===== config.mk =====
export PLATFORM = sky130hd
export DESIGN_NAME = clkfreq_calc
export DESIGN_NICKNAME = d
export VERILOG_FILES = /design/src/rtl/clkfreq_pkg.sv /design/src/rtl/clkfreq_divider.sv /design/src/rtl/clkfreq_cfg_hold.sv /design/src/rtl/clkfreq_seq.sv /design/src/rtl/clkfreq_calc.sv
export SDC_FILE = /design/constraint.sdc
export NUM_CORES = 1
export LEC_CHECK = 0
export BUFFER_PORTS_ARGS = -buffer_cell sky130_fd_sc_hd__buf_2
export CAP_MARGIN = 25
export CORE_MARGIN = 3
export CORE_UTILIZATION = 66
export DETAILED_ROUTE_END_ITERATION = 8
export PLACE_DENSITY = 0.86
export SETUP_SLACK_MARGIN = 0.4
export SLEW_MARGIN = 10
export SYNTH_ARGS = -nofsm -noshare
export SYNTH_HDL_FRONTEND = slang
export SYNTH_SLANG_ARGS = --single-unit
export TNS_END_PERCENT = 50

===== constraint.sdc =====
create_clock -name clk -period 17.2 [get_ports clk]
set_input_delay 1.72 -clock clk [delete_from_list [all_inputs] [get_ports clk]]
set_output_delay 1.72 -clock clk [all_outputs]
set_load 0.02 [all_outputs]

===== src/rtl/clkfreq_pkg.sv =====
package clkfreq_pkg;

  localparam longint unsigned REF_HZ     = 64'd24000000;
  localparam longint unsigned MULT_HI    = 64'd22;
  localparam longint unsigned MULT_LO    = 64'd20;
  localparam longint unsigned PHASE_MULT = 64'd18;
  localparam longint unsigned REF_DIV    = 64'd8;

  localparam logic [2:0] ID_NONE  = 3'd0;
  localparam logic [2:0] ID_IO    = 3'd1;
  localparam logic [2:0] ID_TMR   = 3'd2;
  localparam logic [2:0] ID_LOW   = 3'd3;
  localparam logic [2:0] ID_REF   = 3'd4;
  localparam logic [2:0] ID_REF8  = 3'd5;

  typedef enum logic [2:0] {
    ST_IDLE,
    ST_PHASE,
    ST_BUS,
    ST_IO,
    ST_TMR,
    ST_DONE
  } stage_t;

endpackage


===== src/rtl/clkfreq_divider.sv =====
module clkfreq_divider #(
  parameter int NUM_W = 64,
  parameter int DEN_W = 8
) (
  input  logic             clk,
  input  logic             rst_n,
  input  logic             start,
  input  logic [NUM_W-1:0] num,
  input  logic [DEN_W-1:0] den,
  output logic             done,
  output logic [NUM_W-1:0] quo
);

  localparam int CNT_W = $clog2(NUM_W + 1);

  logic [NUM_W-1:0] quo_q, quo_d;
  logic [DEN_W-1:0] rem_q, rem_d;
  logic [DEN_W-1:0] den_q, den_d;
  logic [CNT_W-1:0] cnt_q, cnt_d;
  logic             done_q, done_d;
  logic [DEN_W:0]   trial;
  logic [DEN_W:0]   diff;
  logic             fits;
  logic             step_en;

  always_comb begin
    trial   = {rem_q, quo_q[NUM_W-1]};
    diff    = trial - {1'b0, den_q};
    fits    = trial >= {1'b0, den_q};
    step_en = start || (cnt_q != '0);
    quo_d   = quo_q;
    rem_d   = rem_q;
    den_d   = den_q;
    cnt_d   = cnt_q;
    done_d  = 1'b0;
    if (start) begin
      quo_d = num;
      rem_d = '0;
      den_d = den;
      cnt_d = CNT_W'(NUM_W);
    end else if (cnt_q != '0) begin
      quo_d  = {quo_q[NUM_W-2:0], fits};
      rem_d  = fits ? diff[DEN_W-1:0] : trial[DEN_W-1:0];
      cnt_d  = cnt_q - 1'b1;
      done_d = (cnt_q == CNT_W'(1));
    end
  end

  always_ff @(posedge clk or negedge rst_n) begin
    if (!rst_n) begin
      quo_q  <= '0;
      rem_q  <= '0;
      den_q  <= '0;
      cnt_q  <= '0;
      done_q <= 1'b0;
    end else begin
      done_q <= done_d;
      if (step_en) begin
        quo_q <= quo_d;
        rem_q <= rem_d;
        den_q <= den_d;
        cnt_q <= cnt_d;
      end
    end
  end

  assign done = done_q;
  assign quo  = quo_q;

endmodule


===== src/rtl/clkfreq_cfg_hold.sv =====
module clkfreq_cfg_hold
  import clkfreq_pkg::*;
#(
  parameter int FRAC_W = 6,
  parameter int BUS_W  = 3,
  parameter int IO_W   = 2,
  parameter int TMR_W  = 6,
  parameter int DEN_W  = 8
) (
  input  logic              clk,
  input  logic              rst_n,
  input  logic              cap_en,
  input  logic [2:0]        id_in,
  input  logic [1:0]        src_in,
  input  logic [FRAC_W-1:0] phase0_in,
  input  logic [FRAC_W-1:0] phase2_in,
  input  logic [BUS_W-1:0]  bus_in,
  input  logic [IO_W-1:0]   io_in,
  input  logic [TMR_W-1:0]  tmr_in,
  input  stage_t            stage,
  output logic [2:0]        id_q,
  output logic [1:0]        src_q,
  output logic [DEN_W-1:0]  den
);

  logic [FRAC_W-1:0] phase0_q, phase2_q;
  logic [BUS_W-1:0]  bus_q;
  logic [IO_W-1:0]   io_q;
  logic [TMR_W-1:0]  tmr_q;

  always_ff @(posedge clk or negedge rst_n) begin
    if (!rst_n) begin
      id_q     <= '0;
      src_q    <= '0;
      phase0_q <= '0;
      phase2_q <= '0;
      bus_q    <= '0;
      io_q     <= '0;
      tmr_q    <= '0;
    end else if (cap_en) begin
      id_q     <= id_in;
      src_q    <= src_in;
      phase0_q <= phase0_in;
      phase2_q <= phase2_in;
      bus_q    <= bus_in;
      io_q     <= io_in;
      tmr_q    <= tmr_in;
    end
  end

  always_comb begin
    unique case (stage)
      ST_PHASE: den = (src_q == 2'd2) ? DEN_W'(phase0_q) : DEN_W'(phase2_q);
      ST_BUS:   den = DEN_W'(bus_q) + DEN_W'(1);
      ST_IO:    den = DEN_W'(io_q) + DEN_W'(1);
      ST_TMR:   den = DEN_W'(tmr_q) + DEN_W'(1);
      default:  den = DEN_W'(1);
    endcase
  end

endmodule


===== src/rtl/clkfreq_seq.sv =====
module clkfreq_seq
  import clkfreq_pkg::*;
#(
  parameter int          FRAC_W = 6,
  parameter int          ACC_W  = 64,
  parameter int          OUT_W  = 32,
  parameter int unsigned LOW_HZ = 32768
) (
  input  logic              clk,
  input  logic              rst_n,
  input  logic              req_valid,
  input  logic [2:0]        req_id,
  input  logic              pll_hi_sel,
  input  logic [1:0]        src_sel,
  input  logic [FRAC_W-1:0] phase0_frac,
  input  logic [FRAC_W-1:0] phase2_frac,
  input  logic [2:0]        id_q,
  input  logic [1:0]        src_q,
  input  logic              div_done,
  input  logic [ACC_W-1:0]  div_quo,
  output stage_t            stage,
  output logic              cap_en,
  output logic              div_start,
  output logic [ACC_W-1:0]  div_num,
  output logic              req_ready,
  output logic              done,
  output logic [OUT_W-1:0]  freq,
  output logic              err
);

  localparam logic [ACC_W-1:0] PLL_HI   = ACC_W'(REF_HZ * MULT_HI);
  localparam logic [ACC_W-1:0] PLL_LO   = ACC_W'(REF_HZ * MULT_LO);
  localparam logic [ACC_W-1:0] REF_VAL  = ACC_W'(REF_HZ);
  localparam logic [ACC_W-1:0] REF8_VAL = ACC_W'(REF_HZ / REF_DIV);
  localparam logic [ACC_W-1:0] LOW_VAL  = ACC_W'(LOW_HZ);
  localparam logic [ACC_W-1:0] PH_MULT  = ACC_W'(PHASE_MULT);

  stage_t            state_q, state_d;
  logic [ACC_W-1:0]  acc_q, acc_d;
  logic              ferr_q, ferr_d;
  logic              launched_q, launched_d;
  logic              done_q, done_d;
  logic [OUT_W-1:0]  freq_q, freq_d;
  logic              err_q, err_d;
  logic              accept;
  logic              in_div;
  logic              out_en;
  logic [ACC_W-1:0]  pll_val;
  logic [FRAC_W-1:0] live_frac;

  always_comb begin
    accept    = req_valid && (state_q == ST_IDLE);
    in_div    = (state_q == ST_PHASE) || (state_q == ST_BUS) ||
                (state_q == ST_IO) || (state_q == ST_TMR);
    div_start = in_div && !launched_q;
    pll_val   = pll_hi_sel ? PLL_HI : PLL_LO;
    live_frac = (src_sel == 2'd2) ? phase0_frac : phase2_frac;
    out_en    = (state_q == ST_DONE);

    state_d    = state_q;
    acc_d      = acc_q;
    ferr_d     = ferr_q;
    launched_d = launched_q;
    done_d     = 1'b0;
    freq_d     = freq_q;
    err_d      = err_q;

    if (div_start) launched_d = 1'b1;

    unique case (state_q)
      ST_IDLE: begin
        if (accept) begin
          ferr_d  = 1'b0;
          state_d = ST_DONE;
          unique case (req_id)
            ID_IO, ID_TMR: begin
              if (src_sel == 2'd0) begin
                acc_d   = pll_val;
                state_d = ST_BUS;
              end else if (live_frac == '0) begin
                acc_d  = '0;
                ferr_d = 1'b1;
              end else begin
                acc_d   = pll_val * PH_MULT;
                state_d = ST_PHASE;
              end
            end
            ID_LOW:  acc_d = LOW_VAL;
            ID_REF:  acc_d = REF_VAL;
            ID_REF8: acc_d = REF8_VAL;
            default: acc_d = '0;
          endcase
        end
      end
      ST_PHASE: begin
        if (div_done) begin
          launched_d = 1'b0;
          acc_d      = (src_q == 2'd3) ? (div_quo >> 1) : div_quo;
          state_d    = ST_BUS;
        end
      end
      ST_BUS: begin
        if (div_done) begin
          launched_d = 1'b0;
          acc_d      = div_quo;
          state_d    = ST_IO;
        end
      end
      ST_IO: begin
        if (div_done) begin
          launched_d = 1'b0;
          acc_d      = div_quo;
          state_d    = (id_q == ID_TMR) ? ST_TMR : ST_DONE;
        end
      end
      ST_TMR: begin
        if (div_done) begin
          launched_d = 1'b0;
          acc_d      = div_quo;
          state_d    = ST_DONE;
        end
      end
      ST_DONE: begin
        freq_d  = acc_q[OUT_W-1:0];
        err_d   = ferr_q;
        done_d  = 1'b1;
        state_d = ST_IDLE;
      end
      default: state_d = ST_IDLE;
    endcase
  end

  always_ff @(posedge clk or negedge rst_n) begin
    if (!rst_n) begin
      state_q    <= ST_IDLE;
      acc_q      <= '0;
      ferr_q     <= 1'b0;
      launched_q <= 1'b0;
      done_q     <= 1'b0;
      freq_q     <= '0;
      err_q      <= 1'b0;
    end else begin
      state_q    <= state_d;
      acc_q      <= acc_d;
      ferr_q     <= ferr_d;
      launched_q <= launched_d;
      done_q     <= done_d;
      if (out_en) begin
        freq_q <= freq_d;
        err_q  <= err_d;
      end
    end
  end

  assign stage     = state_q;
  assign cap_en    = accept;
  assign div_num   = acc_q;
  assign req_ready = (state_q == ST_IDLE);
  assign done      = done_q;
  assign freq      = freq_q;
  assign err       = err_q;

endmodule


===== src/rtl/clkfreq_calc.sv =====
module clkfreq_calc
  import clkfreq_pkg::*;
#(
  parameter int          FRAC_W = 6,
  parameter int          BUS_W  = 3,
  parameter int          IO_W   = 2,
  parameter int          TMR_W  = 6,
  parameter int          ACC_W  = 64,
  parameter int unsigned LOW_HZ = 32768
) (
  input  logic              clk,
  input  logic              rst_n,
  input  logic              req_valid,
  input  logic [2:0]        req_id,
  output logic              req_ready,
  input  logic              pll_hi_sel,
  input  logic [1:0]        src_sel,
  input  logic [FRAC_W-1:0] phase0_frac,
  input  logic [FRAC_W-1:0] phase2_frac,
  input  logic [BUS_W-1:0]  bus_div,
  input  logic [IO_W-1:0]   io_div,
  input  logic [TMR_W-1:0]  tmr_div,
  output logic              done,
  output logic [31:0]       freq,
  output logic              err
);

  localparam int W_A   = (FRAC_W > TMR_W) ? FRAC_W : TMR_W;
  localparam int W_B   = (BUS_W > IO_W) ? BUS_W : IO_W;
  localparam int DEN_W = ((W_A > W_B) ? W_A : W_B) + 1;

  logic [1:0]       rst_pipe;
  logic             rst_sync_n;
  stage_t           stage;
  logic             cap_en;
  logic             div_start;
  logic             div_done;
  logic [ACC_W-1:0] div_num;
  logic [ACC_W-1:0] div_quo;
  logic [DEN_W-1:0] den;
  logic [2:0]       id_q;
  logic [1:0]       src_q;

  always_ff @(posedge clk or negedge rst_n) begin
    if (!rst_n) rst_pipe <= 2'b00;
    else        rst_pipe <= {rst_pipe[0], 1'b1};
  end
  assign rst_sync_n = rst_pipe[1];

  clkfreq_cfg_hold #(
    .FRAC_W(FRAC_W), .BUS_W(BUS_W), .IO_W(IO_W), .TMR_W(TMR_W), .DEN_W(DEN_W)
  ) i_cfg (
    .clk(clk), .rst_n(rst_sync_n), .cap_en(cap_en),
    .id_in(req_id), .src_in(src_sel),
    .phase0_in(phase0_frac), .phase2_in(phase2_frac),
    .bus_in(bus_div), .io_in(io_div), .tmr_in(tmr_div),
    .stage(stage), .id_q(id_q), .src_q(src_q), .den(den)
  );

  clkfreq_seq #(
    .FRAC_W(FRAC_W), .ACC_W(ACC_W), .OUT_W(32), .LOW_HZ(LOW_HZ)
  ) i_seq (
    .clk(clk), .rst_n(rst_sync_n),
    .req_valid(req_valid), .req_id(req_id),
    .pll_hi_sel(pll_hi_sel), .src_sel(src_sel),
    .phase0_frac(phase0_frac), .phase2_frac(phase2_frac),
    .id_q(id_q), .src_q(src_q),
    .div_done(div_done), .div_quo(div_quo),
    .stage(stage), .cap_en(cap_en),
    .div_start(div_start), .div_num(div_num),
    .req_ready(req_ready), .done(done), .freq(freq), .err(err)
  );

  clkfreq_divider #(
    .NUM_W(ACC_W), .DEN_W(DEN_W)
  ) i_div (
    .clk(clk), .rst_n(rst_sync_n), .start(div_start),
    .num(div_num), .den(den), .done(div_done), .quo(div_quo)
  );

endmodule


==> impl_results.html, run 1 <==
<table>
<tr><th>Metric</th><th>Value</th></tr>
<tr><th colspan="2">Pwr</th></tr>
<tr><td>IR Drop Worst-Case VDD</td><td>roughly 150 uV</td></tr>
<tr><td>NetSw</td><td>roughly 0.00097 W</td></tr>
<tr><td>Share of power burned in registers</td><td>0.414</td></tr>
<tr><td>Share of total power consumed by net switching</td><td>0.4014</td></tr>
<tr><td>Internal</td><td>0.001446 W</td></tr>
<tr><td>Leak Pwr</td><td>5.309 nW</td></tr>
<tr><td>Gate power share</td><td>0.384</td></tr>
<tr><td>Clock network fraction of total power</td><td>0.201</td></tr>
<tr><td>Areal power density over the cells</td><td>~210 mW/mm2</td></tr>
<tr><td>Overall power</td><td>about 0.0024 W</td></tr>
<tr><th colspan="2">Worst setup path</th></tr>
<tr><td>Required time of the worst setup path</td><td>15.48 ns</td></tr>
<tr><td>Worst setup path category</td><td>reg -&gt; out</td></tr>
<tr><td>Slowest cell delay on critical path</td><td>0.60 ns</td></tr>
<tr><td>Critical path startpoint category</td><td>flip-flop</td></tr>
<tr><td>Cell-by-cell listing of the critical path</td><td>or3_4 &gt; inv_1 &gt; buf_2</td></tr>
<tr><td>Sum of buffers and inverters on the critical path</td><td>2</td></tr>
<tr><td>R2R setup slack</td><td>13.96 ns</td></tr>
<tr><td>Gate family responsible for the most delay along the worst path</td><td>flip-flops</td></tr>
<tr><td>Endpoint arrival time on the critical path</td><td>approximately 1.9 ns</td></tr>
<tr><td>CP max stage cell</td><td>sky130_fd_sc_hd__dfrtp_1</td></tr>
<tr><td>CP Max Fanout</td><td>21</td></tr>
<tr><td>Crit end category</td><td>output port</td></tr>
<tr><th colspan="2">Timing</th></tr>
<tr><td>Final Cycle Share</td><td>0.2101</td></tr>
<tr><td>Total negative slack for setup checks</td><td>0 ns</td></tr>
<tr><td>Final critical delay including setup and external delays</td><td>around 3.6 ns</td></tr>
<tr><td>Slew at the pin with the worst max-slew slack</td><td>0.9645 ns</td></tr>
<tr><td>Count of final max-slew check failures</td><td>0</td></tr>
<tr><td>Total of endpoints with negative setup slack in the final report</td><td>0</td></tr>
<tr><td>Count of endpoints failing hold in the final timing report</td><td>0</td></tr>
<tr><td>Layout Skew</td><td>slightly below 0.007 ns</td></tr>
<tr><td>Setup repair after global routing missed its margin</td><td>no</td></tr>
<tr><td>Max-slew headroom</td><td>0.3563</td></tr>
<tr><td>Highest Clock Rate</td><td>276.8 MHz</td></tr>
<tr><th colspan="2">Layout</th></tr>
<tr><td>Number of filler cells placed in the layout</td><td>1057</td></tr>
<tr><td>Storage cell area</td><td>between 0.005 and 0.006 mm2</td></tr>
<tr><td>Layout overhead on the synthesized area</td><td>10.63%</td></tr>
<tr><td>Final core utilization</td><td>0.7542</td></tr>
<tr><td>Diode insertion count for antenna repair</td><td>0</td></tr>
<tr><td>Nets</td><td>roughly 1200</td></tr>
<tr><td>Area taken by multi-input logic gates</td><td>~0.0046 mm2</td></tr>
<tr><td>Share of layout cells above drive strength 1</td><td>0.1254</td></tr>
<tr><th colspan="2">Synth</th></tr>
<tr><td>Top cells by count, synth</td><td>sky130_fd_sc_hd__nand2_1 (287), sky130_fd_sc_hd__dfrtp_1 (219), sky130_fd_sc_hd__nor2_1 (189)</td></tr>
<tr><td>Post-synthesis cell type with the largest combined area</td><td>sky130_fd_sc_hd__dfrtp_1</td></tr>
<tr><td>Largest cells by area after synthesis</td><td>sky130_fd_sc_hd__dfrtp_1 (52%), sky130_fd_sc_hd__nand2_1 (10%), sky130_fd_sc_hd__nor2_1 (6.8%)</td></tr>
<tr><td>Number of enable-type register cells in the synthesized netlist</td><td>0</td></tr>
<tr><td>Number of unique standard cell types used by synthesis</td><td>just over 60</td></tr>
<tr><td>Mean area per synthesized cell</td><td>9.010 um2</td></tr>
<tr><td>Area of the mapped netlist</td><td>0.01048 mm2</td></tr>
<tr><td>Sequential share of the synthesized area</td><td>0.5230</td></tr>
<tr><td>Syn Nets</td><td>1209</td></tr>
<tr><td>Synthesis-stage register bit count</td><td>219</td></tr>
<tr><td>Dominant register cell in the synthesized netlist</td><td>sky130_fd_sc_hd__dfrtp_1</td></tr>
<tr><td>Number of standard cells after synthesis</td><td>1163</td></tr>
<tr><td>Async set or reset register ratio after synthesis</td><td>1.000</td></tr>
<tr><td>Library cell with the highest instance count after synthesis</td><td>sky130_fd_sc_hd__nand2_1</td></tr>
<tr><td>Synth top area share</td><td>0.5230</td></tr>
<tr><td>Yosys warns</td><td>0</td></tr>
<tr><th colspan="2">Placed design</th></tr>
<tr><td>Final weighted congestion of routability-driven global placement</td><td>0.9032</td></tr>
<tr><td>DP HPWL</td><td>14.51 mm</td></tr>
<tr><td>Port Buf Inserts</td><td>66</td></tr>
<tr><th colspan="2">Floorplan</th></tr>
<tr><td>Vertical extent of the die</td><td>132.0 um</td></tr>
<tr><td>Standard-cell rows</td><td>45</td></tr>
<tr><td>Die Wd</td><td>132.0 um</td></tr>
<tr><td>Core footprint</td><td>0.01537 mm2</td></tr>
<tr><td>Initial Utilization</td><td>0.6817</td></tr>
<tr><td>Num ports</td><td>67</td></tr>
<tr><td>Total die area</td><td>0.01743 mm2</td></tr>
<tr><th colspan="2">Clock tree</th></tr>
<tr><td>CTS tree</td><td>yes</td></tr>
<tr><td>CTS Hold Bufs</td><td>0</td></tr>
<tr><td>Maximum level of the CTS H-tree</td><td>1</td></tr>
<tr><td>Clock transition at the registers of the reported paths</td><td>around 0.060 ns</td></tr>
<tr><td>Number of buffers created by CTS</td><td>23</td></tr>
<tr><td>Setup fix buffers added after clock tree synthesis</td><td>0</td></tr>
<tr><td>Maximum buffer depth of the clock tree</td><td>3</td></tr>
<tr><td>Clock Sinks</td><td>approximately 220</td></tr>
<tr><td>Later-pin clock latency in the skew report</td><td>0.50 ns</td></tr>
<tr><td>Cell at the root of the clock tree</td><td>sky130_fd_sc_hd__clkbuf_16</td></tr>
<tr><td>Gates resized, CTS repair</td><td>0</td></tr>
<tr><th colspan="2">Global route</th></tr>
<tr><td>Initial antenna violation count</td><td>0</td></tr>
<tr><td>Wire length of the first global-routing pass</td><td>slightly above 40 mm</td></tr>
<tr><td>Vias in the first global route</td><td>approximately 8500</td></tr>
<tr><td>Pin count of the biggest net entering global routing</td><td>167</td></tr>
<tr><td>All-layer global routing usage</td><td>0.2804</td></tr>
<tr><td>Total congestion overflow</td><td>0</td></tr>
<tr><th colspan="2">Route</th></tr>
<tr><td>Post-route DRC violation count</td><td>0</td></tr>
<tr><td>Number of vias after detailed routing</td><td>8838</td></tr>
<tr><td>Antenna Violating Nets Remaining</td><td>0</td></tr>
<tr><td>Drt first-iter violations</td><td>1084</td></tr>
<tr><td>Routed WL per cell</td><td>17.59 um</td></tr>
<tr><td>Total wirelength of the detailed-routed design</td><td>about 25 mm</td></tr>
<tr><td>Drt via density</td><td>roughly 6.3</td></tr>
<tr><td>Initial DRT Pass Iterations</td><td>5</td></tr>
<tr><th colspan="2">Job</th></tr>
<tr><td>Max Cap Viol</td><td>0</td></tr>
<tr><th colspan="2">Hold path</th></tr>
<tr><td>Path type of the worst min-delay path</td><td>reg -&gt; reg</td></tr>
<tr><th colspan="2">Status</th></tr>
<tr><td>Status</td><td>complete, no violations</td></tr>
</table>
power by group through the flow:
stage          Sequential [W]  Clock [W]  Combinational [W]
2_1_floorplan        0.000977          0           0.000682
3_3_place_gp         0.000985          0           0.000873
3_5_place_dp         0.000996          0           0.000916
4_1_cts              0.000995   0.000490           0.000928
5_1_grt               0.00103   0.000511            0.00104
6_report              0.00100   0.000486           0.000929
per-layer routing:
layer	up-vias	global-route usage	share of wire
met5	-	0	0
met4	0	0.08985	0.026
met3	51	0.03931	0.071
met2	370	0.4513	0.48
met1	4359	0.3995	0.42
li1	4058	-	-
sequential cells by signal, indices dropped and copies added (netlist names), 2 cells and up:
name	cells
i_cfg.io_q	2
i_div.rem_q	7
i_cfg.src_q	2
i_cfg.tmr_q	6
i_seq.freq	32
i_cfg.phase2_q	6
i_div.cnt_q	7
i_cfg.bus_q	3
i_seq.div_num	64
i_cfg.phase0_q	6
i_seq.stage	3
i_cfg.id_q	3
i_div.den_q	7
rst_pipe	2
i_div.quo	64
cell type report:
class,count,area share
flip-flops and latches,219,0.4731
multi-input cells,842,0.3954
clock buffers,31,0.05828
repair buffers,77,0.03842
well taps,211,0.02277
inverters,20,0.006476
clock inverters,7,0.005613
worst paths after layout:
path | start | endpoint | cells after the start
min in group asynchronous | rst_pipe[1] | i_div.cnt_q[4] | 0
setup / recovery | i_seq.stage[0] | req_ready | 3
hold / removal | rst_pipe[0] | rst_pipe[1] | 0
setup reg to reg | i_seq.stage[0] | i_div.den_q[2] | 6
max in group asynchronous | rst_pipe[1] | i_div.quo[42] | 1
hold reg to reg | rst_pipe[0] | rst_pipe[1] | 0
worst reg2reg max path, cell delays in order (launching register included):
cell,delay (ns)
sky130_fd_sc_hd__dfrtp_1,0.60
sky130_fd_sc_hd__o21ai_0,0.45
sky130_fd_sc_hd__and2_1,0.53
sky130_fd_sc_hd__nand2b_4,0.48
sky130_fd_sc_hd__buf_4,0.55
sky130_fd_sc_hd__a211oi_1,0.42
sky130_fd_sc_hd__a21oi_1,0.07
metrics by stage:
stage	setup slack, ns	cell area, um2	hold slack [ns]	cells
after floorplan	10.65	10480	0.3312	1163
after global routing	13.51	11590	0.3540	1407
final	13.59	11590	0.3536	1407
after global placement	13.58	10820	0.3363	1368
after CTS	13.59	11590	0.3505	1407
after detailed placement	13.50	10850	0.3365	1369
cells by family after synthesis:
logic type	synth area share
simple gates	0.2109
buf+inv	0.04263
xor+xnor	0.01003
fa+ha+maj	0.01743
flops	0.5230
mux	0.03821
other cells	0.0003579
compound gates	0.1575
layout by cell type (no fill, tap or decap), types with 3 or more instances in the layout:
master and count:
sky130_fd_sc_hd__a211oi_1 4, sky130_fd_sc_hd__a21boi_0 3, sky130_fd_sc_hd__a21oi_1 24, sky130_fd_sc_hd__a221o_1 6
sky130_fd_sc_hd__a221oi_1 44, sky130_fd_sc_hd__a222oi_1 4, sky130_fd_sc_hd__a22oi_1 5, sky130_fd_sc_hd__a31oi_1 72
sky130_fd_sc_hd__and2_1 4, sky130_fd_sc_hd__buf_2 66, sky130_fd_sc_hd__buf_4 9, sky130_fd_sc_hd__clkbuf_16 23
sky130_fd_sc_hd__clkbuf_8 7, sky130_fd_sc_hd__clkinv_2 4, sky130_fd_sc_hd__dfrtp_1 218, sky130_fd_sc_hd__ha_1 13
sky130_fd_sc_hd__inv_1 19, sky130_fd_sc_hd__mux2_2 24, sky130_fd_sc_hd__mux2i_1 12, sky130_fd_sc_hd__nand2_1 286
sky130_fd_sc_hd__nand2b_1 8, sky130_fd_sc_hd__nand3_1 22, sky130_fd_sc_hd__nand4_1 4, sky130_fd_sc_hd__nor2_1 188
sky130_fd_sc_hd__nor2b_1 9, sky130_fd_sc_hd__nor3_1 5, sky130_fd_sc_hd__nor4_1 3, sky130_fd_sc_hd__o21ai_0 30
sky130_fd_sc_hd__o221ai_1 6, sky130_fd_sc_hd__o22a_1 6, sky130_fd_sc_hd__o22ai_1 5, sky130_fd_sc_hd__xnor2_1 5
sky130_fd_sc_hd__xor2_1 7
(Power assumes the default switching activity.)
==> run 2, diff against run 1 <==
CORE_UTILIZATION = 55   (was 66)
PLACE_DENSITY = 0.76   (was 0.86)
clock period = 2.9 ns   (was 17.2 ns; I/O delays follow)
==> run 2 against run 1 <==
  * Utilization down 10 points
  * Combinational power rose to 6.0 times the previous value
  * Critical path depth up 6
  * Critical endpoint is now i_div.rem_q[0]
  * Worst hold slack worse by 0.34 ns
  * Final cell count up 3.3%
  * Final area up 3.2%
  * Sequential power rose to 5.9 times the previous value
  * Largest power group unchanged
  * Critical path type is now reg -> reg
  * Sequential share of layout area down 1.5 points
  * Register-to-register slack worse by 13 ns
  * Via count down 1.6%
==> impl_results.html, run 2 (same netlist as run 1, synthesis figures left out) <==
<table>
<tr><th>Metric</th><th>Value</th></tr>
<tr><th colspan="2">Status</th></tr>
<tr><td>Status</td><td>complete, no violations</td></tr>
<tr><th colspan="2">Hold path</th></tr>
<tr><td>Path type of the worst min-delay path</td><td>in -&gt; reg</td></tr>
<tr><th colspan="2">Timing</th></tr>
<tr><td>Final critical delay including setup and external delays</td><td>2.416 ns</td></tr>
<tr><td>Total negative slack for setup checks</td><td>0 ns</td></tr>
<tr><td>Slew at the pin with the worst max-slew slack</td><td>approximately 0.86 ns</td></tr>
<tr><td>Count of final max-slew check failures</td><td>0</td></tr>
<tr><td>Total of endpoints with negative setup slack in the final report</td><td>0</td></tr>
<tr><td>Final Cycle Share</td><td>0.8330</td></tr>
<tr><td>Max-slew headroom</td><td>0.4196</td></tr>
<tr><td>Setup repair after global routing missed its margin</td><td>yes</td></tr>
<tr><td>Count of endpoints failing hold in the final timing report</td><td>0</td></tr>
<tr><td>Highest Clock Rate</td><td>about 410 MHz</td></tr>
<tr><td>Final hold slack</td><td>0.01850 ns</td></tr>
<tr><td>Layout Skew</td><td>between 0.015 and 0.02 ns</td></tr>
<tr><th colspan="2">Route</th></tr>
<tr><td>Drt via density</td><td>5.987</td></tr>
<tr><td>Post-route DRC violation count</td><td>0</td></tr>
<tr><td>Antenna Violating Nets Remaining</td><td>0</td></tr>
<tr><td>Number of vias after detailed routing</td><td>8699</td></tr>
<tr><td>Routed WL per cell</td><td>17.07 um</td></tr>
<tr><td>Total wirelength of the detailed-routed design</td><td>24.81 mm</td></tr>
<tr><td>Initial DRT Pass Iterations</td><td>6</td></tr>
<tr><td>Drt first-iter violations</td><td>764</td></tr>
<tr><th colspan="2">Layout</th></tr>
<tr><td>Cell area after layout</td><td>0.01196 mm2</td></tr>
<tr><td>Storage cell area</td><td>0.005485 mm2</td></tr>
<tr><td>Final core utilization</td><td>0.6526</td></tr>
<tr><td>Most common library cell in the layout ignoring fill and taps</td><td>sky130_fd_sc_hd__nand2_1</td></tr>
<tr><td>Area taken by multi-input logic gates</td><td>0.004584 mm2</td></tr>
<tr><td>Commonest cells after routing, fill and taps aside</td><td>sky130_fd_sc_hd__nand2_1 (286), sky130_fd_sc_hd__dfrtp_1 (217), sky130_fd_sc_hd__nor2_1 (188)</td></tr>
<tr><td>Diode insertion count for antenna repair</td><td>0</td></tr>
<tr><td>Share of layout cells above drive strength 1</td><td>0.1356</td></tr>
<tr><td>Layout overhead on the synthesized area</td><td>14.16%</td></tr>
<tr><td>Nets</td><td>1254</td></tr>
<tr><td>Number of filler cells placed in the layout</td><td>~1400</td></tr>
<tr><th colspan="2">Global route</th></tr>
<tr><td>Vias in the first global route</td><td>about 8500</td></tr>
<tr><td>Initial antenna violation count</td><td>0</td></tr>
<tr><td>Pin count of the biggest net entering global routing</td><td>75</td></tr>
<tr><td>Wire length of the first global-routing pass</td><td>42.37 mm</td></tr>
<tr><td>All-layer global routing usage</td><td>0.2466</td></tr>
<tr><td>Total congestion overflow</td><td>0</td></tr>
<tr><th colspan="2">Floorplan</th></tr>
<tr><td>Core footprint</td><td>0.01833 mm2</td></tr>
<tr><td>Standard-cell rows</td><td>49</td></tr>
<tr><td>Die Wd</td><td>144.0 um</td></tr>
<tr><td>Num ports</td><td>67</td></tr>
<tr><td>Total die area</td><td>0.02074 mm2</td></tr>
<tr><td>Vertical extent of the die</td><td>144.0 um</td></tr>
<tr><td>Initial Utilization</td><td>0.5716</td></tr>
<tr><th colspan="2">Pwr</th></tr>
<tr><td>Share of power burned in registers</td><td>0.405</td></tr>
<tr><td>Leak Pwr</td><td>5.478 nW</td></tr>
<tr><td>NetSw</td><td>between 0.005 and 0.006 W</td></tr>
<tr><td>Clock network fraction of total power</td><td>0.208</td></tr>
<tr><td>IR Drop Worst-Case VDD</td><td>between 600 and 700 uV</td></tr>
<tr><td>Overall power</td><td>0.01452 W</td></tr>
<tr><td>Areal power density over the cells</td><td>1214 mW/mm2</td></tr>
<tr><td>Internal</td><td>between 0.008 and 0.009 W</td></tr>
<tr><td>Gate power share</td><td>0.387</td></tr>
<tr><td>Share of total power consumed by net switching</td><td>0.3934</td></tr>
<tr><th colspan="2">Worst setup path</th></tr>
<tr><td>Worst setup path category</td><td>reg -&gt; reg</td></tr>
<tr><td>Endpoint arrival time on the critical path</td><td>2.86 ns</td></tr>
<tr><td>Required time of the worst setup path</td><td>3.35 ns</td></tr>
<tr><td>Critical path startpoint category</td><td>flip-flop</td></tr>
<tr><td>CP Max Fanout</td><td>10</td></tr>
<tr><td>R2R setup slack</td><td>0.48 ns</td></tr>
<tr><td>Crit end category</td><td>flip-flop</td></tr>
<tr><th colspan="2">Clock tree</th></tr>
<tr><td>Cell at the root of the clock tree</td><td>sky130_fd_sc_hd__clkbuf_16</td></tr>
<tr><td>Number of buffers created by CTS</td><td>23</td></tr>
<tr><td>Maximum buffer depth of the clock tree</td><td>3</td></tr>
<tr><td>Later-pin clock latency in the skew report</td><td>0.52 ns</td></tr>
<tr><td>CTS tree</td><td>yes</td></tr>
<tr><td>Clock Sinks</td><td>219</td></tr>
<tr><td>Maximum level of the CTS H-tree</td><td>1</td></tr>
<tr><td>Clock transition at the registers of the reported paths</td><td>0.06 ns</td></tr>
<tr><th colspan="2">Job</th></tr>
<tr><td>Max Cap Viol</td><td>0</td></tr>
<tr><th colspan="2">Placed design</th></tr>
<tr><td>Port Buf Inserts</td><td>66</td></tr>
<tr><td>Post-placement cell area</td><td>0.01107 mm2</td></tr>
<tr><td>Final weighted congestion of routability-driven global placement</td><td>0.8519</td></tr>
<tr><td>DP HPWL</td><td>15.57 mm</td></tr>
</table>
-- run 2: changes by cell type in the layout (fill, tap and decap cells not counted) --
cell and change:
sky130_fd_sc_hd__clkinv_4 +1, sky130_fd_sc_hd__buf_12 +8, sky130_fd_sc_hd__and2_2 +1, sky130_fd_sc_hd__dfrtp_1 -1, sky130_fd_sc_hd__and2_1 -1, sky130_fd_sc_hd__clkinv_2 -1
sky130_fd_sc_hd__dlygate4sd3_1 +9, sky130_fd_sc_hd__clkbuf_8 -3, sky130_fd_sc_hd__bufinv_16 +2, sky130_fd_sc_hd__buf_4 +8, sky130_fd_sc_hd__dfrtp_2 +1, sky130_fd_sc_hd__clkinvlp_4 -2
sky130_fd_sc_hd__inv_6 +1, sky130_fd_sc_hd__clkbuf_1 +5
-- run 2: power by group through the flow --
stage	Clock [W]	Sequential (W)	Combinational (W)
after global placement	0	0.00585	0.00538
after detailed placement	0	0.00587	0.00556
after global routing	0.00322	0.00609	0.00632
after floorplan	0	0.00579	0.00404
after CTS	0.00308	0.00586	0.00560
final	0.00302	0.00588	0.00562
-- run 2: metal layers --
layer / vias to the layer above / global-route usage / wire, um
li1: 4128 / - / -
met1: 4205 / 0.3457 / 10790
met2: 314 / 0.4003 / 11760
met3: 52 / 0.04530 / 1723
met4: 0 / 0.06343 / 531
met5: - / 0 / 0
-- run 2: worst paths after layout --
| kind | end | start | depth (start not counted) |
|---|---|---|---|
| hold / removal | i_cfg.io_q[1] | io_div[1] | 2 |
| min in group asynchronous | rst_pipe[1] | rst_n | 2 |
| setup reg to reg | i_div.rem_q[0] | i_div.quo[63] | 9 |
| max in group asynchronous | i_seq.stage[1] | rst_pipe[1] | 1 |
| setup / recovery | i_div.rem_q[0] | i_div.quo[63] | 9 |
| hold reg to reg | rst_pipe[1] | rst_pipe[0] | 0 |
-- run 2: what timing repair did --
item                                    4_1_cts  5_1_grt
hold buffers                                  9        0
gates resized for setup                       0        2
hold endpoints to repair                     10        0
endpoints found under the setup margin        0       50
setup buffers                                 0        0
-- run 2: layout make-up --
type	count	share of cell area
flip-flops and latches	219	0.4585
multi-input cells	842	0.3832
repair buffers	102	0.06317
clock buffers	33	0.05460
well taps	229	0.02395
clock inverters	8	0.01025
inverters	20	0.006276
-- run 2: stage by stage --
step	setup WS, ns	instances
2_1_floorplan	0.6795	1163
3_3_place_gp	0.5938	1402
3_5_place_dp	0.4758	1402
4_1_cts	0.4467	1452
5_1_grt	0.3193	1453
6_report	0.4842	1453
-- run 2: critical path, cell delays in order (launching register included) --
cell	delay, ns
sky130_fd_sc_hd__dfrtp_1	0.40
sky130_fd_sc_hd__inv_1	0.08
sky130_fd_sc_hd__ha_1	0.17
sky130_fd_sc_hd__inv_1	0.06
sky130_fd_sc_hd__fa_1	0.47
sky130_fd_sc_hd__a211oi_1	0.24
sky130_fd_sc_hd__or3_1	0.16
sky130_fd_sc_hd__o211ai_2	0.23
sky130_fd_sc_hd__or4_1	0.46
sky130_fd_sc_hd__nand3_1	0.09
==> run 3, diff against run 2 <==
clock period = 2.02 ns   (was 2.9 ns; I/O delays follow)
==> run 3 against run 2 <==
  * Synthesized area stayed put
  * The flow now stops in 5_1_grt
  * Synthesized cell count is the same
==> impl_results.html, run 3 <==
<table>
<tr><th>Metric</th><th>Value</th></tr>
<tr><th colspan="2">Clock tree</th></tr>
<tr><td>Maximum buffer depth of the clock tree</td><td>3</td></tr>
<tr><td>Number of buffers created by CTS</td><td>24</td></tr>
<tr><td>Cell at the root of the clock tree</td><td>sky130_fd_sc_hd__clkbuf_16</td></tr>
<tr><td>Clock Sinks</td><td>219</td></tr>
<tr><td>Maximum level of the CTS H-tree</td><td>1</td></tr>
<tr><th colspan="2">Synth</th></tr>
<tr><td>Synthesis-stage register bit count</td><td>219</td></tr>
<tr><td>Mean area per synthesized cell</td><td>9.010 um2</td></tr>
<tr><td>Yosys warns</td><td>0</td></tr>
<tr><td>Library cell with the highest instance count after synthesis</td><td>sky130_fd_sc_hd__nand2_1</td></tr>
<tr><td>Number of standard cells after synthesis</td><td>between 1000 and 1500</td></tr>
<tr><td>Synth top area share</td><td>0.5230</td></tr>
<tr><td>Area of the mapped netlist</td><td>about 0.010 mm2</td></tr>
<tr><td>Syn Nets</td><td>1209</td></tr>
<tr><td>Sequential share of the synthesized area</td><td>0.5230</td></tr>
<tr><td>Dominant register cell in the synthesized netlist</td><td>sky130_fd_sc_hd__dfrtp_1</td></tr>
<tr><td>Top cells by count, synth</td><td>sky130_fd_sc_hd__nand2_1 (287), sky130_fd_sc_hd__dfrtp_1 (219), sky130_fd_sc_hd__nor2_1 (189)</td></tr>
<tr><td>Largest cells by area after synthesis</td><td>sky130_fd_sc_hd__dfrtp_1 (52%), sky130_fd_sc_hd__nand2_1 (10%), sky130_fd_sc_hd__nor2_1 (6.8%)</td></tr>
<tr><td>Async set or reset register ratio after synthesis</td><td>1.000</td></tr>
<tr><td>Post-synthesis cell type with the largest combined area</td><td>sky130_fd_sc_hd__dfrtp_1</td></tr>
<tr><td>Number of enable-type register cells in the synthesized netlist</td><td>0</td></tr>
<tr><td>Number of unique standard cell types used by synthesis</td><td>62</td></tr>
<tr><th colspan="2">Timing</th></tr>
<tr><td>Worst_ep grt</td><td>i_div.rem_q[1]$_DFFE_PN0P_/D</td></tr>
<tr><td>Type of pin the worst path ends at</td><td>sequential cell input</td></tr>
<tr><th colspan="2">Global route</th></tr>
<tr><td>Total congestion overflow</td><td>11</td></tr>
<tr><td>Initial antenna violation count</td><td>7</td></tr>
<tr><td>All-layer global routing usage</td><td>0.6958</td></tr>
<tr><td>Pin count of the biggest net entering global routing</td><td>75</td></tr>
<tr><th colspan="2">Status</th></tr>
<tr><td>Stop Error</td><td>[ERROR GRT-0232] Routing congestion too high. Check the congestion heatmap in the GUI.</td></tr>
<tr><td>Status</td><td>stopped before the end</td></tr>
<tr><td>Exit stage</td><td>5_1_grt</td></tr>
<tr><th colspan="2">Placed design</th></tr>
<tr><td>DP HPWL</td><td>16.22 mm</td></tr>
<tr><td>Port Buf Inserts</td><td>66</td></tr>
<tr><td>Final weighted congestion of routability-driven global placement</td><td>0.9239</td></tr>
<tr><td>Setup slack after placement</td><td>-0.1356 ns</td></tr>
<tr><th colspan="2">Floorplan</th></tr>
<tr><td>Num ports</td><td>67</td></tr>
<tr><td>Standard-cell rows</td><td>49</td></tr>
<tr><td>Vertical extent of the die</td><td>144.0 um</td></tr>
<tr><td>Initial Utilization</td><td>0.5716</td></tr>
<tr><td>Die Wd</td><td>144.0 um</td></tr>
</table>
[run 3: cell counts after synthesis]
No cell type changed its count.
[run 3: cells by family after synthesis]
logic type / count (synthesis) / share of synthesized area
other: 1 / 0.0003579
muxes: 37 / 0.03821
adders and majority gates: 14 / 0.01743
AOI/OAI and AO/OA: 233 / 0.1575
DFF: 219 / 0.5230
buffers and inverters: 102 / 0.04263
xor gates and xnor gates: 12 / 0.01003
and+or+nand+nor: 545 / 0.2109
[run 3: metrics by stage]
step / instance area (um2) / hold slack, ns / utilization / instances / TNS (ns)
floorplan: 10480 / -0.09359 / - / 1163 / -43.76
global placement: 11440 / -0.009747 / 0.6242 / 1442 / -0.3503
detailed placement: 11440 / -0.008579 / 0.6242 / 1442 / -0.7879
CTS: 15600 / 0.01330 / 0.8510 / 1603 / -0.01600
[run 3: per-layer routing]
| layer | global-route usage | GRT overflow |
|---|---|---|
| met1 | 0.7138 | 0 |
| met2 | 0.8707 | 4 |
| met3 | 0.5188 | 0 |
| met4 | 0.6829 | 7 |
| met5 | 0.1340 | 0 |
[run 3: repair_timing]
action | CTS
endpoints found under the hold margin | 25
gates resized for setup | 359
cloned | 34
setup endpoints to repair | 204
hold buffers | 24
pin swaps | 137
setup buffers | 59
==> run 4, diff against run 3 <==
CORE_UTILIZATION = 40   (was 55)
PLACE_DENSITY = default   (was 0.76)
PLACE_DENSITY_LB_ADDON = 0.15   (was default)
SETUP_SLACK_MARGIN = default   (was 0.4)
clock period = 2.6 ns   (was 2.02 ns; I/O delays follow)
==> run 4 against run 3 <==
  * The run now ends clean
==> impl_results.html, run 4 (same netlist as run 1, synthesis figures left out) <==
<table>
<tr><th>Metric</th><th>Value</th></tr>
<tr><th colspan="2">Timing</th></tr>
<tr><td>Slew at the pin with the worst max-slew slack</td><td>0.6713 ns</td></tr>
<tr><td>Count of endpoints failing hold in the final timing report</td><td>0</td></tr>
<tr><td>Total negative slack for setup checks</td><td>0 ns</td></tr>
<tr><td>Total of endpoints with negative setup slack in the final report</td><td>0</td></tr>
<tr><td>Final worst setup slack</td><td>0.2591 ns</td></tr>
<tr><td>Highest Clock Rate</td><td>427.2 MHz</td></tr>
<tr><td>Layout Skew</td><td>0.02143 ns</td></tr>
<tr><td>Final critical delay including setup and external delays</td><td>2.341 ns</td></tr>
<tr><td>Count of final max-slew check failures</td><td>0</td></tr>
<tr><td>Final Cycle Share</td><td>0.9003</td></tr>
<tr><td>Max-slew headroom</td><td>0.5525</td></tr>
<tr><th colspan="2">Clock tree</th></tr>
<tr><td>Maximum level of the CTS H-tree</td><td>1</td></tr>
<tr><td>Clock Sinks</td><td>between 200 and 250</td></tr>
<tr><td>CTS tree</td><td>yes</td></tr>
<tr><td>Number of buffers created by CTS</td><td>26</td></tr>
<tr><td>Clock transition at the registers of the reported paths</td><td>about 0.060 ns</td></tr>
<tr><td>Cell at the root of the clock tree</td><td>sky130_fd_sc_hd__clkbuf_16</td></tr>
<tr><td>Maximum buffer depth of the clock tree</td><td>3</td></tr>
<tr><td>Later-pin clock latency in the skew report</td><td>0.53 ns</td></tr>
<tr><th colspan="2">Global route</th></tr>
<tr><td>Wire length of the first global-routing pass</td><td>45.13 mm</td></tr>
<tr><td>Vias in the first global route</td><td>around 8500</td></tr>
<tr><td>Total congestion overflow</td><td>0</td></tr>
<tr><td>All-layer global routing usage</td><td>0.1892</td></tr>
<tr><td>Initial antenna violation count</td><td>1</td></tr>
<tr><td>Pin count of the biggest net entering global routing</td><td>a little over 60</td></tr>
<tr><th colspan="2">Floorplan</th></tr>
<tr><td>Core footprint</td><td>0.02547 mm2</td></tr>
<tr><td>Initial Utilization</td><td>0.4114</td></tr>
<tr><td>Die Wd</td><td>between 150 and 200 um</td></tr>
<tr><td>Num ports</td><td>67</td></tr>
<tr><td>Vertical extent of the die</td><td>167.9 um</td></tr>
<tr><td>Total die area</td><td>0.02818 mm2</td></tr>
<tr><td>Standard-cell rows</td><td>58</td></tr>
<tr><th colspan="2">Layout</th></tr>
<tr><td>Commonest cells after routing, fill and taps aside</td><td>sky130_fd_sc_hd__nand2_1 (286), sky130_fd_sc_hd__dfrtp_1 (218), sky130_fd_sc_hd__nor2_1 (188)</td></tr>
<tr><td>Storage cell area</td><td>0.005484 mm2</td></tr>
<tr><td>Nets</td><td>about 1300</td></tr>
<tr><td>Cell area after layout</td><td>0.01255 mm2</td></tr>
<tr><td>Share of layout cells above drive strength 1</td><td>0.1484</td></tr>
<tr><td>Post-route non-filler standard cell count</td><td>1590</td></tr>
<tr><td>Diode insertion count for antenna repair</td><td>0</td></tr>
<tr><td>Number of filler cells placed in the layout</td><td>between 2000 and 2500</td></tr>
<tr><td>Most common library cell in the layout ignoring fill and taps</td><td>sky130_fd_sc_hd__nand2_1</td></tr>
<tr><td>Area taken by multi-input logic gates</td><td>0.004584 mm2</td></tr>
<tr><td>Layout overhead on the synthesized area</td><td>19.80%</td></tr>
<tr><th colspan="2">Route</th></tr>
<tr><td>Initial DRT Pass Iterations</td><td>5</td></tr>
<tr><td>Drt via density</td><td>5.437</td></tr>
<tr><td>Drt first-iter violations</td><td>739</td></tr>
<tr><td>Routed WL per cell</td><td>16.53 um</td></tr>
<tr><td>Antenna Violating Nets Remaining</td><td>0</td></tr>
<tr><td>Number of vias after detailed routing</td><td>8645</td></tr>
<tr><td>Total wirelength of the detailed-routed design</td><td>26.28 mm</td></tr>
<tr><td>Post-route DRC violation count</td><td>0</td></tr>
<tr><th colspan="2">Placed design</th></tr>
<tr><td>Final weighted congestion of routability-driven global placement</td><td>0.8241</td></tr>
<tr><td>Post-placement cell area</td><td>0.01139 mm2</td></tr>
<tr><td>Setup slack after placement</td><td>between 0.15 and 0.2 ns</td></tr>
<tr><td>DP HPWL</td><td>16.88 mm</td></tr>
<tr><td>Placed cell count</td><td>around 1500</td></tr>
<tr><td>Port Buf Inserts</td><td>66</td></tr>
<tr><th colspan="2">Pwr</th></tr>
<tr><td>Leak Pwr</td><td>5.702 nW</td></tr>
<tr><td>Internal</td><td>0.01030 W</td></tr>
<tr><td>Clock network fraction of total power</td><td>0.224</td></tr>
<tr><td>NetSw</td><td>0.006464 W</td></tr>
<tr><td>Areal power density over the cells</td><td>1335 mW/mm2</td></tr>
<tr><td>Gate power share</td><td>0.389</td></tr>
<tr><td>Share of power burned in registers</td><td>0.387</td></tr>
<tr><td>IR Drop Worst-Case VDD</td><td>676.5 uV</td></tr>
<tr><td>Share of total power consumed by net switching</td><td>0.3856</td></tr>
<tr><th colspan="2">Worst setup path</th></tr>
<tr><td>Critical path startpoint category</td><td>flip-flop</td></tr>
<tr><td>Required time of the worst setup path</td><td>3.03 ns</td></tr>
<tr><td>Worst setup path category</td><td>reg -&gt; reg</td></tr>
<tr><td>CP max stage cell</td><td>sky130_fd_sc_hd__mux2_2</td></tr>
<tr><td>Crit end category</td><td>flip-flop</td></tr>
<tr><td>Cell-by-cell listing of the critical path</td><td>buf_4 &gt; nor2_1 &gt; mux2_2 &gt; a2111oi_1 &gt; buf_4 &gt; nor2_1</td></tr>
<tr><td>Slowest cell delay on critical path</td><td>0.61 ns</td></tr>
<tr><td>CP Max Fanout</td><td>27</td></tr>
<tr><td>Endpoint arrival time on the critical path</td><td>2.77 ns</td></tr>
<tr><th colspan="2">Job</th></tr>
<tr><td>Max Cap Viol</td><td>0</td></tr>
<tr><th colspan="2">Hold path</th></tr>
<tr><td>Path type of the worst min-delay path</td><td>in -&gt; async</td></tr>
<tr><th colspan="2">Status</th></tr>
<tr><td>Status</td><td>complete, no violations</td></tr>
</table>
[run 4: area by class of cell]
| type | count | share of cell area |
|---|---|---|
| Multi-Input combinational cell | 842 | 0.3652 |
| Inverter | 20 | 0.005980 |
| Timing Repair Buffer | 133 | 0.08771 |
| Clock buffer | 37 | 0.06070 |
| Sequential cell | 219 | 0.4369 |
| Clock inverter | 9 | 0.01066 |
| Tap cell | 330 | 0.03289 |
[run 4: timing repair]
item,in CTS,in global routing
hold endpoints to repair,25,0
buffers inserted,0,0
setup endpoints to repair,0,1
gates resized for setup,0,1
hold buffers,24,0
[run 4: worst max-delay path, delay by kind of cell (launching register included)]
kind,cells,cell delay [ns]
compound gates,1,0.58
buf+inv,2,0.41
flops,1,0.47
mux,1,0.61
simple gates,2,0.18
[run 4: power groups by stage]
| stage | Clock [W] | Combinational [W] | Sequential [W] |
|---|---|---|---|
| 6_report | 0.00375 | 0.00652 | 0.00649 |
| 5_1_grt | 0.00398 | 0.00740 | 0.00675 |
| 4_1_cts | 0.00385 | 0.00657 | 0.00649 |
| 3_5_place_dp | 0 | 0.00653 | 0.00653 |
| 3_3_place_gp | 0 | 0.00642 | 0.00653 |
| 2_1_floorplan | 0 | 0.00451 | 0.00646 |
[run 4: metal layers]
metal | wire length (um) | share of wire | vias up | global-route usage
met5 | 13 | 0.00049 | - | 0
met4 | 548 | 0.021 | 2 | 0.04340
met3 | 1208 | 0.046 | 40 | 0.02418
met2 | 11650 | 0.44 | 201 | 0.2959
met1 | 12850 | 0.49 | 4206 | 0.2823
li1 | - | - | 4196 | -
[run 4: stage by stage]
step	utilization	power (W)	hold slack, ns
4_1_cts	0.4917	0.01691	0.03085
6_report	0.4928	0.01676	0.05410
2_1_floorplan	-	0.01097	-0.03559
5_1_grt	0.4928	0.01813	0.03597
3_5_place_dp	0.4471	0.01306	0.05141
3_3_place_gp	0.4471	0.01294	0.04855
[run 4: worst paths after layout]
path / start / to / slack, ns / cells after the start
min: rst_n / rst_pipe[1] / 0.05 / 2
max reg2reg: i_seq.stage[1] / i_seq.div_num[18] / 0.26 / 6
max: i_seq.stage[1] / i_seq.div_num[18] / 0.26 / 6
min in group clk: src_sel[0] / i_cfg.src_q[0] / 0.11 / 2
min reg2reg: rst_pipe[1] / i_seq.div_num[47] / 0.24 / 0
max in group asynchronous: rst_pipe[1] / i_seq.freq[27] / 1.58 / 2
